<file path="src/rtl/pgw_pkg.sv">
`timescale 1ns/1ps
package pgw_pkg;
    typedef enum logic [1:0] {
        ACC_OTHER = 2'd0,
        ACC_MAC   = 2'd1,
        ACC_MOV   = 2'd2,
        ACC_MOVD  = 2'd3
    } acc_cls_t;

    typedef enum logic [1:0] {
        ST_IDLE   = 2'd0,
        ST_WAIT   = 2'd1,
        ST_SECOND = 2'd2
    } pgw_state_t;
endpackage

</file>
<file path="src/rtl/pgw_decode.sv">
`timescale 1ns/1ps
module pgw_decode #(
    parameter int EA_W   = 16,
    parameter int PAGE_W = 8,
    parameter int PA_W   = 24
) (
    input  logic [EA_W-1:0]   ea,
    input  logic              win_en,
    input  logic              tbl_busy,
    input  logic [PAGE_W-1:0] page,
    output logic              hit,
    output logic [PA_W-1:0]   pa
);
    localparam int PAD_W = PA_W - PAGE_W - (EA_W - 1);

    always_comb begin
        hit = ea[EA_W-1] && win_en && !tbl_busy;
        pa  = {{PAD_W{1'b0}}, page, ea[EA_W-2:0]};
    end
endmodule

</file>
<file path="src/rtl/pgw_stall_calc.sv">
`timescale 1ns/1ps
module pgw_stall_calc
    import pgw_pkg::*;
#(
    parameter int CNT_W = 2
) (
    input  logic [1:0]       cls,
    input  logic             in_rpt,
    input  logic             rpt_edge,
    input  logic             pf_hit,
    output logic [CNT_W-1:0] cycles
);
    localparam logic [CNT_W-1:0] ONE = CNT_W'(1);
    localparam logic [CNT_W-1:0] TWO = CNT_W'(2);

    always_comb begin
        if (in_rpt) begin
            cycles = (rpt_edge || !pf_hit) ? TWO : '0;
        end else begin
            unique case (acc_cls_t'(cls))
                ACC_MAC, ACC_MOV, ACC_MOVD: cycles = ONE;
                default:                    cycles = TWO;
            endcase
        end
    end
endmodule

</file>
<file path="src/rtl/pgw_prefetch.sv">
`timescale 1ns/1ps
module pgw_prefetch #(
    parameter int PA_W = 24,
    parameter int DW   = 16
) (
    input  logic            clk,
    input  logic            rst_n,
    input  logic            flush,
    input  logic            issue,
    input  logic [PA_W-1:0] issue_addr,
    input  logic [DW-1:0]   fill_data,
    output logic            pf_valid,
    output logic [PA_W-1:0] pf_addr,
    output logic [DW-1:0]   pf_word
);
    logic          fill_q;
    logic [DW-1:0] data_q;

    always_ff @(posedge clk) begin
        if (!rst_n) begin
            pf_valid <= 1'b0;
            pf_addr  <= '0;
            fill_q   <= 1'b0;
            data_q   <= '0;
        end else begin
            if (fill_q) data_q <= fill_data;
            if (flush) begin
                pf_valid <= 1'b0;
                fill_q   <= 1'b0;
            end else if (issue) begin
                pf_valid <= 1'b1;
                pf_addr  <= issue_addr;
                fill_q   <= 1'b1;
            end else begin
                fill_q   <= 1'b0;
            end
        end
    end

    always_comb pf_word = fill_q ? fill_data : data_q;


    flush_clears_chk: assert property (@(posedge clk) disable iff (!rst_n)
        flush |=> !pf_valid);
endmodule

</file>
<file path="src/rtl/pgm_window_bridge.sv">
`timescale 1ns/1ps
module pgm_window_bridge
    import pgw_pkg::*;
#(
    parameter int EA_W   = 16,
    parameter int PAGE_W = 8,
    parameter int PA_W   = 24,
    parameter int PW_W   = 24,
    parameter int DW     = 16,
    parameter int CNT_W  = 2
) (
    input  logic              clk,
    input  logic              rst_n,
    input  logic              cfg_we,
    input  logic [PAGE_W-1:0] cfg_page,
    input  logic              cfg_en,
    input  logic              req_valid,
    input  logic [EA_W-1:0]   req_ea,
    input  logic [1:0]        req_cls,
    input  logic              tbl_busy,
    input  logic              rpt_active,
    input  logic              rpt_edge,
    output logic              ram_sel,
    output logic              pm_rd,
    output logic [PA_W-1:0]   pm_addr,
    input  logic [PW_W-1:0]   pm_rdata,
    output logic              stall,
    output logic              rd_valid,
    output logic [DW-1:0]     rd_data
);
    localparam logic [PA_W-1:0] WORD_STEP = PA_W'(2);

    pgw_state_t        state_q, state_d;
    logic [CNT_W-1:0]  cnt_q;
    logic [PAGE_W-1:0] page_q;
    logic              en_q;
    logic [PA_W-1:0]   base_q;
    logic              movd_q, rpt_q, pfd_q, main_q;
    logic [DW-1:0]     data_q;

    logic              hit;
    logic [PA_W-1:0]   pa;
    logic              pf_valid;
    logic [PA_W-1:0]   pf_addr;
    logic [DW-1:0]     pf_word;
    logic [CNT_W-1:0]  n_cyc;
    logic              start, fast;
    logic              pf_issue;
    logic [PA_W-1:0]   pf_issue_addr;

    pgw_decode #(.EA_W(EA_W), .PAGE_W(PAGE_W), .PA_W(PA_W)) u_dec (
        .ea(req_ea), .win_en(en_q), .tbl_busy(tbl_busy), .page(page_q),
        .hit(hit), .pa(pa)
    );

    pgw_stall_calc #(.CNT_W(CNT_W)) u_calc (
        .cls(req_cls), .in_rpt(rpt_active), .rpt_edge(rpt_edge),
        .pf_hit(pf_valid && (pf_addr == pa)), .cycles(n_cyc)
    );

    pgw_prefetch #(.PA_W(PA_W), .DW(DW)) u_pf (
        .clk(clk), .rst_n(rst_n), .flush(cfg_we), .issue(pf_issue),
        .issue_addr(pf_issue_addr), .fill_data(pm_rdata[DW-1:0]),
        .pf_valid(pf_valid), .pf_addr(pf_addr), .pf_word(pf_word)
    );

    always_comb begin
        start = (state_q == ST_IDLE) && req_valid && hit && (n_cyc != '0);
        fast  = (state_q == ST_IDLE) && req_valid && hit && (n_cyc == '0);
    end

    // next state
    always_comb begin
        state_d = state_q;
        unique case (state_q)
            ST_IDLE:   if (start) state_d = ST_WAIT;
            ST_WAIT:   if (cnt_q == '0) state_d = movd_q ? ST_SECOND : ST_IDLE;
            ST_SECOND: state_d = ST_IDLE;
            default:   state_d = ST_IDLE;
        endcase
    end

    // state register
    always_ff @(posedge clk) begin
        if (!rst_n) state_q <= ST_IDLE;
        else        state_q <= state_d;
    end

    // datapath registers
    always_ff @(posedge clk) begin
        if (!rst_n) begin
            cnt_q  <= '0;
            page_q <= '0;
            en_q   <= 1'b0;
            base_q <= '0;
            movd_q <= 1'b0;
            rpt_q  <= 1'b0;
            pfd_q  <= 1'b0;
            main_q <= 1'b0;
            data_q <= '0;
        end else begin
            if (cfg_we) begin
                page_q <= cfg_page;
                en_q   <= cfg_en;
            end
            main_q <= start;
            if (main_q) data_q <= pm_rdata[DW-1:0];
            if (start) begin
                cnt_q  <= n_cyc - CNT_W'(1);
                base_q <= pa;
                movd_q <= (acc_cls_t'(req_cls) == ACC_MOVD) && !rpt_active;
                rpt_q  <= rpt_active;
                pfd_q  <= 1'b0;
            end else if (state_q == ST_WAIT) begin
                if (cnt_q != '0) cnt_q <= cnt_q - CNT_W'(1);
                if (rpt_q) pfd_q <= 1'b1;
            end
        end
    end

    // outputs
    always_comb begin
        ram_sel       = 1'b0;
        pm_rd         = 1'b0;
        pm_addr       = base_q;
        stall         = 1'b0;
        rd_valid      = 1'b0;
        rd_data       = data_q;
        pf_issue      = 1'b0;
        pf_issue_addr = base_q + WORD_STEP;
        unique case (state_q)
            ST_IDLE: begin
                if (req_valid && !hit) begin
                    ram_sel = 1'b1;
                end else if (fast) begin
                    rd_valid      = 1'b1;
                    rd_data       = pf_word;
                    pm_rd         = 1'b1;
                    pm_addr       = pa + WORD_STEP;
                    pf_issue      = 1'b1;
                    pf_issue_addr = pa + WORD_STEP;
                end else if (start) begin
                    pm_rd   = 1'b1;
                    pm_addr = pa;
                    stall   = 1'b1;
                end
            end
            ST_WAIT: begin
                stall = (cnt_q != '0);
                if (rpt_q && !pfd_q) begin
                    pm_rd    = 1'b1;
                    pm_addr  = base_q + WORD_STEP;
                    pf_issue = 1'b1;
                end
                if (cnt_q == '0) begin
                    rd_valid = 1'b1;
                    rd_data  = main_q ? pm_rdata[DW-1:0] : data_q;
                    if (movd_q) begin
                        pm_rd   = 1'b1;
                        pm_addr = base_q + WORD_STEP;
                    end
                end
            end
            ST_SECOND: begin
                rd_valid = 1'b1;
                rd_data  = pm_rdata[DW-1:0];
            end
            default: ;
        endcase
    end


    valid_on_release_chk: assert property (@(posedge clk) disable iff (!rst_n)
        $fell(stall) |-> rd_valid);


    stall_bound_chk: assert property (@(posedge clk) disable iff (!rst_n)
        (stall && $past(stall)) |-> ##1 !stall);


    ram_no_stall_chk: assert property (@(posedge clk) disable iff (!rst_n)
        ram_sel |-> (!stall && !pm_rd && !rd_valid));


    tbl_block_chk: assert property (@(posedge clk) disable iff (!rst_n)
        (state_q == ST_IDLE && tbl_busy && req_valid) |-> (ram_sel && !pm_rd));


    addr_form_chk: assert property (@(posedge clk) disable iff (!rst_n)
        (state_q == ST_IDLE && stall) |->
            (pm_addr[EA_W-2:0] == req_ea[EA_W-2:0] && pm_addr[PAGE_W+EA_W-2:EA_W-1] == page_q));
endmodule

</file>
<file path="config.mk">
export PLATFORM = sky130hd
export DESIGN_NAME = pgm_window_bridge
export DESIGN_NICKNAME = d
export VERILOG_FILES = /design/src/rtl/pgw_pkg.sv /design/src/rtl/pgw_decode.sv /design/src/rtl/pgw_stall_calc.sv /design/src/rtl/pgw_prefetch.sv /design/src/rtl/pgm_window_bridge.sv
export SDC_FILE = /design/constraint.sdc
export NUM_CORES = 1
export LEC_CHECK = 0
export BUFFER_PORTS_ARGS = -buffer_cell sky130_fd_sc_hd__buf_2
export CAP_MARGIN = 20
export CORE_MARGIN = 2
export CORE_UTILIZATION = 57
export CTS_BUF_LIST = sky130_fd_sc_hd__clkbuf_8 sky130_fd_sc_hd__clkbuf_16
export DETAILED_ROUTE_END_ITERATION = 7
export GPL_TIMING_DRIVEN = 0
export PLACE_DENSITY = 0.88
export SETUP_SLACK_MARGIN = 0.3
export SYNTH_ARGS = -nofsm -noshare
export SYNTH_HDL_FRONTEND = slang
export SYNTH_SLANG_ARGS = --single-unit
</file>
<file path="constraint.sdc">
create_clock -name clk -period 2.8 [get_ports clk]
set_input_delay 0.28 -clock clk [delete_from_list [all_inputs] [get_ports clk]]
set_output_delay 0.28 -clock clk [all_outputs]
set_load 0.1 [all_outputs]
</file>
==> flow_summary.toml <==
[layout]
multi_input_area_sq_um = 5210
layout-drive-gt1-share_pct = 42.7
fillers = 272
regArea_sq_um = 2020
final_cells = 1134
layout.nets = 1048
synthToLayoutAreaGrowth_pct = 63.1

[global_route]
track_usage_pct = 50.7
grt_pass1_wl_microns = 44500
gr-total-overflow = 0
grt_max_degree = 21
antenna_found_initial = 1
first_global_vias = 7785

[timing]
drv_slew = 0
relSlewSlack_pct = 31.9
fin_hold_ws_ns = 0.118
finalHoldViolCount = 0
rsz0062_at_grt = "yes"
timing.final.ws_setup_ns = -0.752
timing.final.crit_share_pct = 127
fmaxAchievable_mhz = 282
min_period_ns = 3.55
worst_slew_pin_slew_ns = 1.02
setup_viol = 64
worst_clock_skew_ns = 0.0185

[power_and_ir_drop]
peakVddDrop_mv = 0.442
p_leak_nw = 3.74
powerDensity_nw_per_um2 = 301

[logic_synthesis]
syn-cell-area_sq_um = 6290
synth_async_sr_flop_share_pct = 0
yosysWarningCount = 0
synth_fp_nets = 870
synth_cell_types = 65
synth.yosys.seq_area_share_pct = 31.5
ys_seq_elements = 99
synth_ff_type = "dfxtp_1"
synth_edf_count = 0
netlist_instances = 810
syn_area_per_cell_sq_um = 7.76

[worst_hold_path]
holdCritPathClass = "input port to register"

[place]
place_inst = 1032
io_buffers = 82
place.gp.congestion = 0.993
dp_hpwl_microns = 16500

[detailed_routing]
drc = 107
viasPerCell = 7.73
firstDrtPassIters = 8
drtAntennaViolNets = 0
num_vias = 8771
wire_per_inst_microns = 32.2
wl_microns = 36500
drtIter0Drc = 2178

[clock_network]
path_clk_slew_ns = 0.12
root_buffer = "clkbuf_8"
clk-insertion-delay-late_ns = 0.42
clock_sinks = 99
holdBufCountCts = 0
clockBufferDepth = 2
htreeDepth = 3
tritoncts = "built"
numCtsBuffers = 9

[floorplan]
dieArea_sq_um = 11900
die_h_microns = 109
ios = 102
coreArea_sq_um = 10800
die_x_microns = 109
initial_core_util_pct = 58.2
rows = 38

[critical_path]
crit_path_end_kind = "output port"
cp_data_arrival_time_ns = 3.27
critPathLaunchType = "register"
crit_required_ns = 2.52
path_max_fanout = 7
crit_type = "register to output port"

[run_status]
violations = "design-rule violations, negative setup slack"
outcome = "finished, violations left"

[job]
maxCapViolations = 0
[through the flow]
stage	total power [mW]	utilization, %	TNS [ns]	area (sq um)	worst slack (ns)
floorplan	1.71	-	-2.30	7030	-0.448
global placement	1.83	70.5	-26.47	7610	-1.12
detailed placement	1.83	70.5	-28.14	7610	-1.16
CTS	2.94	89.6	-11.83	9670	-0.437
global route	3.13	95.0	-40.53	10300	-1.09
finish	3.09	95.0	-28.87	10300	-0.752
[layer usage]
metal	wire length (microns)	track usage [%]
met1	11200	55.4
met2	15000	81.3
met3	5700	15.5
met4	4530	40.0
met5	105	0
[cell families after synthesis]
group / synth area share, %
AO/OA/AOI/OAI: 20.3
XOR/XNOR: 10.0
adder cells (fa/ha/maj): 0.398
buffers and inverters: 5.51
flip-flops: 31.5
multiplexers: 7.66
AND/OR/NAND/NOR: 24.6
[repair_timing]
| action | CTS | global route |
|---|---|---|
| resized for setup | 320 | 121 |
| hold endpoints to repair | 0 | 0 |
| setup endpoints to repair | 93 | 96 |
| gates cloned | 4 | 2 |
| buffers inserted | 63 | 15 |
| pin swaps | 46 | 37 |
[flip-flops by register name, summed over array words and instances (netlist names)]
signal and count:
pfd_q 1, rpt_q 1, state_q 2, page_q 8, u_pf.fill_q 1, base_q 24
main_q 1, u_pf.pf_addr 24, movd_q 1, cnt_q 2, data_q 16, u_pf.data_q 16
u_pf.pf_valid 1, en_q 1
[layout make-up]
cell class	instances	area share, %
inverters	11	0.403
clock inverters	7	1.00
plain buffers	75	6.56
multi-input cells	625	50.8
well taps	140	1.71
repair buffers	167	18.6
clock buffers	9	1.21
flip-flops and latches	99	19.7
diodes	1	0.0244
[where the power goes]
group	internal [mW]	switching [mW]
registers	1.42	0.0209
logic	0.184	0.345
clock network	0.448	0.672
total	2.05	1.04
[synth_stat cells, types with 4 or more instances]
master     instances  share of area [%]
nand2_1          118                7.0
dfxtp_1           99                 32
nor2_1            84                5.0
clkbuf_1          59                3.5
xnor2_1           51                7.1
mux2i_1           47                7.5
a21oi_1           43                3.4
o21ai_0           39                3.1
nand4_1           23                2.3
nand3_1           21                1.7
a221o_1           19                3.0
xor2_1            19                2.6
nor3b_1           17                2.0
a32o_1            14                2.2
nor3_1            12               0.96
buf_2             10               0.80
inv_1              9               0.54
o2bb2ai_1          9                1.3
a22oi_1            8               0.96
nor4_1             7               0.70
o31ai_1            7               0.84
o221ai_1           6               0.84
and2_1             5               0.50
nand2b_1           5               0.50
and3_1             4               0.40
buf_1              4               0.24
or2_2              4               0.40
or3_1              4               0.40
[cell usage in the layout, fill, tap and decap left out, types with 5 or more instances in the layout]
cell / Yosys / final
buf_6: 1 / 31
buf_4: 1 / 52
dfxtp_1: 99 / 84
xor2_1: 19 / 19
dfxtp_4: 0 / 6
and2_1: 5 / 5
o31ai_4: 0 / 5
nand3_1: 21 / 18
clkbuf_1: 59 / 21
nor2_2: 0 / 7
inv_1: 9 / 9
a21oi_1: 43 / 19
o21ai_0: 39 / 24
o21ai_4: 0 / 14
a21oi_2: 0 / 22
nand4_1: 23 / 23
xnor2_1: 51 / 39
o2bb2ai_2: 0 / 8
clkbuf_16: 0 / 5
nor3_4: 1 / 6
a22oi_1: 8 / 6
nor2_1: 84 / 73
clkbuf_4: 0 / 7
buf_12: 0 / 45
nand2_1: 118 / 98
nand2_4: 0 / 6
mux2i_1: 47 / 47
nor3b_1: 17 / 13
o221ai_4: 0 / 5
buf_2: 10 / 39
nand2_2: 0 / 13
a221o_4: 0 / 17
dfxtp_2: 0 / 9
clkbuf_2: 0 / 12
xnor2_2: 1 / 10
clkbuf_8: 0 / 22
a32o_1: 14 / 14
buf_8: 0 / 14
[critical path, cell delays in order, from the launching register on]
cell and delay [ns]:
dfxtp_1 0.36, xnor2_1 0.35, nand4_1 0.25, or3_1 0.39
clkbuf_8 0.22, nor3_4 0.23, buf_6 0.16, o21ai_4 0.12
clkbuf_16 0.19, a221o_4 0.40, buf_12 0.17
[path summary, 6_finish.rpt]
path,startpoint,end,slack [ns],depth (start not counted)
worst max-delay path,u_pf.pf_addr[11],rd_data[7],-0.75,10
worst max register to register,u_pf.pf_addr[11],u_pf.pf_addr[19],-0.37,16
worst min-delay path,cfg_page[4],page_q[4],0.12,3
worst min register to register,u_pf.pf_valid,u_pf.pf_valid,0.49,1
Note: power is estimated with default switching activity, not from simulation.
